$ cat src/rtl/cd_agc_level.sv
module cd_agc_level #(
  parameter int CNT_W      = 6,
  parameter int C_UP_TH    = 40,
  parameter int C_DN_TH    = 16,
  parameter int CD_ON_DLY  = 8,
  parameter int CD_OFF_DLY = 24,
  parameter int G_TH       = 40,
  parameter int G_DLY      = 4,
  parameter int DLY_W      = 8
) (
  input  logic clk,
  input  logic rst_n,
  input  logic tick,
  input  logic car_flag,
  input  logic weak_flag,
  input  logic strong_flag,
  input  logic agc_en,
  output logic carrier_det,
  output logic gain_hi
);
  localparam logic [CNT_W-1:0] LVL_MAX = {CNT_W{1'b1}};
  localparam logic [CNT_W-1:0] C_UP_V  = CNT_W'(C_UP_TH);
  localparam logic [CNT_W-1:0] C_DN_V  = CNT_W'(C_DN_TH);
  localparam logic [CNT_W-1:0] G_V     = CNT_W'(G_TH);
  localparam logic [DLY_W-1:0] ON_LAST  = DLY_W'(CD_ON_DLY - 1);
  localparam logic [DLY_W-1:0] OFF_LAST = DLY_W'(CD_OFF_DLY - 1);
  localparam logic [DLY_W-1:0] G_LAST   = DLY_W'(G_DLY - 1);

  logic [2:0]       flg;
  logic [CNT_W-1:0] lvl [3];

  assign flg = {strong_flag, weak_flag, car_flag};

  for (genvar gi = 0; gi < 3; gi++) begin : g_int
    always_ff @(posedge clk) begin
      if (!rst_n)
        lvl[gi] <= '0;
      else if (tick) begin
        if (flg[gi] && lvl[gi] != LVL_MAX)
          lvl[gi] <= lvl[gi] + 1'b1;
        else if (!flg[gi] && lvl[gi] != '0)
          lvl[gi] <= lvl[gi] - 1'b1;
      end
    end
  end

  logic [DLY_W-1:0] cd_cnt, g_cnt;
  logic             cd_cond, g_cond, weak_ind, strong_ind;
  logic [DLY_W-1:0] cd_last;

  assign cd_cond    = carrier_det ? (lvl[0] <= C_DN_V) : (lvl[0] >= C_UP_V);
  assign cd_last    = carrier_det ? OFF_LAST : ON_LAST;
  assign weak_ind   = lvl[1] >= G_V;
  assign strong_ind = lvl[2] >= G_V;
  assign g_cond     = gain_hi ? strong_ind : (weak_ind && !strong_ind);

  always_ff @(posedge clk) begin
    if (!rst_n) begin
      carrier_det <= 1'b0;
      cd_cnt      <= '0;
    end else if (tick) begin
      if (!cd_cond)
        cd_cnt <= '0;
      else if (cd_cnt == cd_last) begin
        cd_cnt      <= '0;
        carrier_det <= !carrier_det;
      end else
        cd_cnt <= cd_cnt + 1'b1;
    end
  end

  always_ff @(posedge clk) begin
    if (!rst_n) begin
      gain_hi <= 1'b1;
      g_cnt   <= '0;
    end else if (tick) begin
      if (!agc_en || !g_cond)
        g_cnt <= '0;
      else if (g_cnt == G_LAST) begin
        g_cnt   <= '0;
        gain_hi <= !gain_hi;
      end else
        g_cnt <= g_cnt + 1'b1;
    end
  end
endmodule

$ cat config.mk
export PLATFORM = sky130hd
export DESIGN_NAME = cd_agc_level
export DESIGN_NICKNAME = d
export VERILOG_FILES = /design/src/rtl/cd_agc_level.sv
export SDC_FILE = /design/constraint.sdc
export NUM_CORES = 1
export LEC_CHECK = 0
export BUFFER_PORTS_ARGS = -buffer_cell sky130_fd_sc_hd__buf_2
export CAP_MARGIN = 0
export CORE_MARGIN = 5
export CORE_UTILIZATION = 35
export DETAILED_ROUTE_END_ITERATION = 10
export SLEW_MARGIN = 20
export SYNTH_ARGS = -nofsm -noshare
export SYNTH_HDL_FRONTEND = slang
export SYNTH_SLANG_ARGS = --single-unit
$ cat constraint.sdc
create_clock -name clk -period 2.65 [get_ports clk]
set_input_delay 0.265 -clock clk [delete_from_list [all_inputs] [get_ports clk]]
set_output_delay 0.265 -clock clk [all_outputs]
set_load 0.02 [all_outputs]
==> results.sh, run 1 <==
export IMPL_tritoncts="yes"
export IMPL_rows=30
export IMPL_clkSinkCount=36
export IMPL_io_pins=9
export IMPL_tns_ps=0
export IMPL_clk_pin_slew_ps=80
export IMPL_firstDrtPassIters=4
export IMPL_ir_drop_mv=0.279
export IMPL_routed_wirelength_um=5090
export IMPL_num_fill_cells=665
export IMPL_grt_pass1_wl_um=8710
export IMPL_crit_path_top_delay_cell="edfxtp_1"
export IMPL_antenna_found_initial=0
export IMPL_wl_per_cell_um=13.2
export IMPL_cts_made_buffers=5
export IMPL_hold_buffers=0
export IMPL_max_stage_delay_ps=450
export IMPL_globalplace_congestion=0.815
export IMPL_synth_top_area_share_pct=22.1
export IMPL_p_switching_uw=410
export IMPL_postSynthCellCount=280
export IMPL_path_max_fanout=5
export IMPL_antenna_cells=0
export IMPL_async_reset_ff_share_pct=0
export IMPL_cts_resized=0
export IMPL_p_leak_uw=0.000980
export IMPL_comb_power_share_pct=16.9
export IMPL_yosysTopAreaCell="edfxtp_1"
export IMPL_path_class="reg -> reg"
export IMPL_clock_path_buffers=2
export IMPL_fp_dieH_um=93.5
export IMPL_tightest_slew_ps=615
export IMPL_crit_family="compound AO/OA/AOI/OAI gates"
export IMPL_synth_commonest_cells="32 x nand2_1, 27 x nor2_1, 18 x dfxtp_1, 18 x edfxtp_1, 14 x nand3_1"
export IMPL_crit_chain="nor4_1 -> nand2_1 -> nand2_1 -> inv_1 -> ha_1 -> a211oi_1 -> o21bai_1 -> a21oi_1 -> xnor2_1 -> nor2_1"
export IMPL_cp_start_kind="flip-flop"
export IMPL_cp_end_kind="flip-flop"
export IMPL_clockPowerShare_pct=32.9
export IMPL_first_global_vias=1938
export IMPL_via_count=2134
export IMPL_holdCritPathClass="in -> reg"
export IMPL_clock_latency_ps=290
export IMPL_vias_per_cell=5.53
export IMPL_grt_setup_unrepaired="no"
export IMPL_synth_most_common_cell="nand2_1"
export IMPL_synth_nets=299
export IMPL_p_int_uw=970
export IMPL_synth_seq_area_share_pct=36.9
export IMPL_ys_ff_latch=36
export IMPL_multiInputGateArea_um2=1450
export IMPL_design_die_area_um2=8750
export IMPL_port_buffers=8
export IMPL_syn_area_um2=2440
export IMPL_initial_core_util_pct=35.9
export IMPL_period_share_pct=90.8
export IMPL_synth_warnings=0
export IMPL_fmax_mhz=415
export IMPL_critical_path_top_cell_by_count="nand2_1"
export IMPL_drc_errors=0
export IMPL_synth_main_ff_cell="edfxtp_1"
export IMPL_pwr_share_seq_pct=50.2
export IMPL_regArea_um2=901
export IMPL_p_per_area_nw_per_um2=513
export IMPL_grt_use_total_pct=12.2
export IMPL_htreeDepth=2
export IMPL_drtIter0Drc=149
export IMPL_overflow=0
export IMPL_timing_hold_ws_ps=344
export IMPL_synth_edf_count=18
export IMPL_hold_viol=0
export IMPL_setup_violations=0
export IMPL_path_buf_inv=1
export IMPL_drive_above_1_share_pct=11.0
export IMPL_drv_slew=0
export IMPL_clock_skew_ps=5.87
export IMPL_clockRootBuffer="clkbuf_8"
export IMPL_grt_max_degree=22
export IMPL_synth_area_per_cell_um2=8.72
export IMPL_dr_wl_met3_um=258
export IMPL_die_w_um=93.5
export IMPL_met1_length_um=2460
export IMPL_required_ps=2680
export IMPL_fin_crit_ps=2410
export IMPL_outcome="complete, no violations"
export IMPL_antenna_left=0
export IMPL_crit_arrival_ps=2430
export IMPL_cap_violations=0
export IMPL_swShare_pct=29.7
export IMPL_dp_hpwl_um=3580
export IMPL_ys_top_cells_by_area="edfxtp_1 22%, dfxtp_1 15%, ha_1 5.6%, nand2_1 4.9%, nor2_1 4.2%"
export IMPL_ys_types=66
export IMPL_syn_to_final_growth_pct=10.1
export IMPL_core_area_um2=6790
export IMPL_fin_nets=308
export IMPL_cts_setup_buffers=0
export IMPL_top_layer="met4"
export IMPL_slew_headroom_pct=58.6
export IMPL_wl_met2_um=2290
## cell families after synthesis
group / synth area share [%]
adder cells (fa/ha/maj): 6.46
AO/OA/AOI/OAI: 22.3
multiplexers: 0.461
AND/OR/NAND/NOR: 28.0
XOR/XNOR: 2.15
buffers and inverters: 3.74
flip-flops: 36.9
## power by group through the flow
stage	Clock [µW]	Combinational (µW)	Sequential (µW)
floorplan	0	206	669
global placement	0	231	703
detailed placement	0	231	703
CTS	470	233	690
global route	494	270	698
finish	453	233	693
## layout make-up
class / instances / area share, %
multi-input combinational: 222 / 53.9
sequential: 36 / 33.5
tap: 96 / 4.47
clock buffer: 7 / 3.63
timing repair buffer: 12 / 2.61
inverter: 12 / 1.68
clock inverter: 1 / 0.186
## metal layers
metal / vias to the layer above / GRT usage [%]
met3: 6 / 3.06
met4: 0 / 4.64
li1: 1073 / -
met2: 64 / 19.5
met1: 991 / 15.9
met5: - / 0
## cells in the final DEF (no fill, tap or decap), types with 5 or more instances in the layout
master    synthesis  routed
a21oi_1          12      12
clkbuf_8          0       5
inv_1            11      11
buf_2             1       8
edfxtp_1         18      18
nor2_1           27      27
ha_1             11      11
dfxtp_1          18      18
nor3_1           11      11
o21ai_0          11      11
o21a_1            6       6
nand3_1          14      14
and3_1            5       5
nand2_1          32      32
a221oi_1          5       5
## per-stage QoR
stage	std cells	instance area [µm²]	utilization (%)	setup slack, ps	total power, µW
floorplan	280	2440	-	448	876
global placement	378	2580	38.0	302	934
detailed placement	378	2580	38.0	282	934
CTS	386	2690	39.6	250	1390
global route	386	2690	39.6	102	1460
finish	386	2690	39.6	242	1380
## sequential cells by signal, summed over array words and instances (netlist names)
register,count
carrier_det,1
cd_cnt,8
g_cnt,8
gain_hi,1
lvl,18
## path summary, 6_finish.rpt
kind	startpoint	endpoint	slack, ps	cells past startpoint
setup / recovery	lvl[2][0]$_SDFFCE_PN0P_	lvl[2][5]$_SDFFCE_PN0P_	240	10
hold / removal	agc_en	gain_hi$_SDFFE_PN1P_	340	4
setup reg to reg	lvl[2][0]$_SDFFCE_PN0P_	lvl[2][5]$_SDFFCE_PN0P_	240	10
hold reg to reg	cd_cnt[1]$_SDFFE_PN0P_	cd_cnt[1]$_SDFFE_PN0P_	510	2
## worst reg2reg max path, delay by kind of cell (launching register included)
family,cells,cell delay [ps]
AO/OA/AOI/OAI,3,610
AND/OR/NAND/NOR,4,540
flip-flops,1,450
adder cells (fa/ha/maj),1,300
XOR/XNOR,1,140
buffers and inverters,1,100
Note: power is estimated with default switching activity, not from simulation.
==> inputs of run 2 (changes only) <==
Settings changed: ABC_AREA set to 1.
==> run 2 against run 1 <==
Net effect: clock power down 3%; sequential share of layout area increased by 0.17 points; largest power group unchanged; worst setup slack better by 220 ps; combinational power hardly changed; flip-flop and latch count unchanged; synthesized cell count grew 23%; final cell count increased by 17%; fmax up 10%; clock skew increased by 2.5 ps; critical endpoint is now lvl[2][4]$_SDFFCE_PN0P_.
==> results.sh, run 2 <==
export IMPL_outcome="complete, no violations"
export IMPL_gr_usage_met1_pct=15.6
export IMPL_core_area_um2=6790
export IMPL_clockRootBuffer="clkbuf_8"
export IMPL_crit_arrival_ps=2240
export IMPL_grt_use_total_pct=12.9
export IMPL_top_regs="lvl x18, cd_cnt x8, g_cnt x8"
export IMPL_dpl_worst_slack_ps=493
export IMPL_rows=30
export IMPL_synth_nets=363
export IMPL_min_from="tick"
export IMPL_drc_errors=0
export IMPL_largest_register_ffs=18
export IMPL_holdCritPathClass="in -> reg"
export IMPL_ys_ff_latch=36
export IMPL_via_count=2120
export IMPL_tightest_slew_ps=518
export IMPL_synth_main_ff_cell="edfxtp_1"
export IMPL_fin_nets=374
export IMPL_path_buf_inv=3
export IMPL_p_leak_uw=0.00111
export IMPL_antenna_left=0
export IMPL_vias_per_cell=4.69
export IMPL_dp_hpwl_um=3790
export IMPL_clockPowerShare_pct=32.5
export IMPL_io_pins=9
export IMPL_async_reset_ff_share_pct=0
export IMPL_fmax_mhz=458
export IMPL_syn_area_um2=2440
export IMPL_cts_resized=0
export IMPL_postLayoutCoreUtil_pct=39.4
export IMPL_crit_chain="nor2_1 -> nand4_1 -> nand2_1 -> inv_1 -> ha_1 -> inv_1 -> nor2_1 -> o21a_1 -> nor2_1 -> xnor2_1 -> nand2_1 -> inv_1"
export IMPL_tns_ps=0
export IMPL_fin_crit_ps=2180
export IMPL_synth_area_per_cell_um2=7.09
export IMPL_clock_path_buffers=2
export IMPL_clk_pin_slew_ps=70
export IMPL_cp_end_kind="flip-flop"
export IMPL_antenna_found_initial=0
export IMPL_cp_start_kind="flip-flop"
export IMPL_grt_setup_unrepaired="no"
export IMPL_grt_pass1_wl_um=9030
export IMPL_clkSinkCount=36
export IMPL_drtIter0Drc=96
export IMPL_pwr_share_seq_pct=50.1
export IMPL_synth_most_common_cell="nand2_1"
export IMPL_drv_slew=0
export IMPL_postSynthCellCount=344
export IMPL_hold_buffers=0
export IMPL_firstDrtPassIters=4
export IMPL_timing_rr_start="lvl[2][3]$_SDFFCE_PN0P_"
export IMPL_drive_above_1_share_pct=7.30
export IMPL_comb_power_share_pct=17.4
export IMPL_cts_setup_buffers=0
export IMPL_design_die_area_um2=8740
export IMPL_initial_core_util_pct=35.9
export IMPL_fp_dieH_um=93.5
export IMPL_wl_per_cell_um=11.3
export IMPL_slew_headroom_pct=65.4
export IMPL_grt_max_degree=16
export IMPL_synth_edf_count=18
export IMPL_synth_seq_area_share_pct=36.9
export IMPL_max_stage_delay_ps=440
export IMPL_tritoncts="yes"
export IMPL_crit_path_top_delay_cell="edfxtp_1"
export IMPL_synth_warnings=0
export IMPL_use_met3_pct=3.78
export IMPL_fin_ws_ps=466
export IMPL_p_per_area_nw_per_um2=504
export IMPL_htreeDepth=2
export IMPL_routed_wirelength_um=5090
export IMPL_synth_commonest_cells="88 x nand2_1, 48 x inv_1, 37 x nor2_1"
export IMPL_crit_family="simple AND/OR/NAND/NOR gates"
export IMPL_required_ps=2700
export IMPL_first_global_vias=2073
export IMPL_cap_violations=0
export IMPL_top_usage_layer="met2"
export IMPL_swShare_pct=29.0
export IMPL_ir_drop_mv=0.257
export IMPL_ys_top_cells_by_area="edfxtp_1 22%, dfxtp_1 15%, nand2_1 14%, inv_1 7.4%, nand3_1 7.0%"
export IMPL_layout_commonest_cell="nand2_1"
export IMPL_layout_common_cells="88 x nand2_1, 48 x inv_1, 37 x nor2_1, 34 x nand3_1, 23 x a21oi_1"
export IMPL_grt_use_met2_pct=21.3
export IMPL_cts_made_buffers=5
export IMPL_ys_types=30
export IMPL_syn_to_final_growth_pct=9.65
export IMPL_synth_top_area_share_pct=22.2
export IMPL_path_class="reg -> reg"
export IMPL_overflow=0
export IMPL_path_max_fanout=4
export IMPL_largest_register="lvl"
export IMPL_p_switching_uw=391
export IMPL_hold_viol=0
export IMPL_period_share_pct=82.4
export IMPL_globalplace_congestion=0.868
export IMPL_power_uw=1350
export IMPL_clock_skew_ps=8.41
export IMPL_worstSetupStartpoint="lvl[2][3]$_SDFFCE_PN0P_"
export IMPL_p_int_uw=955
export IMPL_port_buffers=8
export IMPL_yosysTopAreaCell="edfxtp_1"
export IMPL_setup_violations=0
export IMPL_antenna_cells=0
export IMPL_die_w_um=93.5
export IMPL_clock_latency_ps=290
-- run 2: cell types whose count changed after synthesis, moves of 6 or more --
cell,delta
nand3_1,+20
a21oi_1,+11
xor2_1,+6
o21ai_0,+8
inv_1,+37
nand2_1,+56
nor2_1,+10
nand4_1,+8
clkbuf_1,-7
nor3_1,-9
-- run 2: per-stage QoR --
step / cell area, µm² / std cells / hold slack [ps]
3_5_place_dp: 2570 / 444 / 466
5_1_grt: 2670 / 452 / 391
3_3_place_gp: 2570 / 444 / 457
4_1_cts: 2670 / 452 / 370
2_1_floorplan: 2440 / 344 / 403
6_report: 2670 / 452 / 375
-- run 2: power by group through the flow --
stage / clock, µW / combinational (µW) / sequential (µW)
floorplan: 0 / 193 / 672
global placement: 0 / 232 / 685
detailed placement: 0 / 234 / 686
CTS: 450 / 236 / 673
global route: 477 / 273 / 681
finish: 438 / 234 / 674
-- run 2: worst paths after layout --
path | slack, ps | end | depth (start not counted)
max | 470 | lvl[2][4]$_SDFFCE_PN0P_ | 12
min | 380 | g_cnt[0]$_SDFFE_PN0P_ | 3
min reg2reg | 480 | g_cnt[6]$_SDFFE_PN0P_ | 2
max reg2reg | 470 | lvl[2][4]$_SDFFCE_PN0P_ | 12
-- run 2: worst min-delay path, delay by kind of cell --
family	cells	cell delay [ps]
AOI/OAI and AO/OA	2	170
buffers and inverters	1	170
-- run 2: per-layer routing --
| layer | wire length [µm] | share of wire (%) | vias to the layer above |
|---|---|---|---|
| li1 | - | - | 1143 |
| met1 | 2540 | 50 | 943 |
| met2 | 2280 | 45 | 27 |
| met3 | 181 | 3.6 | 7 |
| met4 | 89 | 1.7 | 0 |
| met5 | 0 | 0 | - |
-- run 2: kinds of logic (layout without fill, tap and decap cells) --
family / count (synthesis) / after routing / share of synthesized area [%]
adders and majority gates: 12 / 12 / 6.46
AOI/OAI and AO/OA: 52 / 52 / 12.0
DFF: 36 / 36 / 36.9
xor gates and xnor gates: 12 / 12 / 4.31
and+or+nand+nor: 177 / 177 / 31.3
buffers and inverters: 55 / 67 / 9.03
-- run 2: cell type report --
class | count | area, µm²
clock buffers | 8 | 100
fillers | 716 | 4120
inverters | 50 | 188
multi-input cells | 253 | 1320
flip-flops and latches | 36 | 901
well taps | 96 | 120
repair buffers | 9 | 47.5
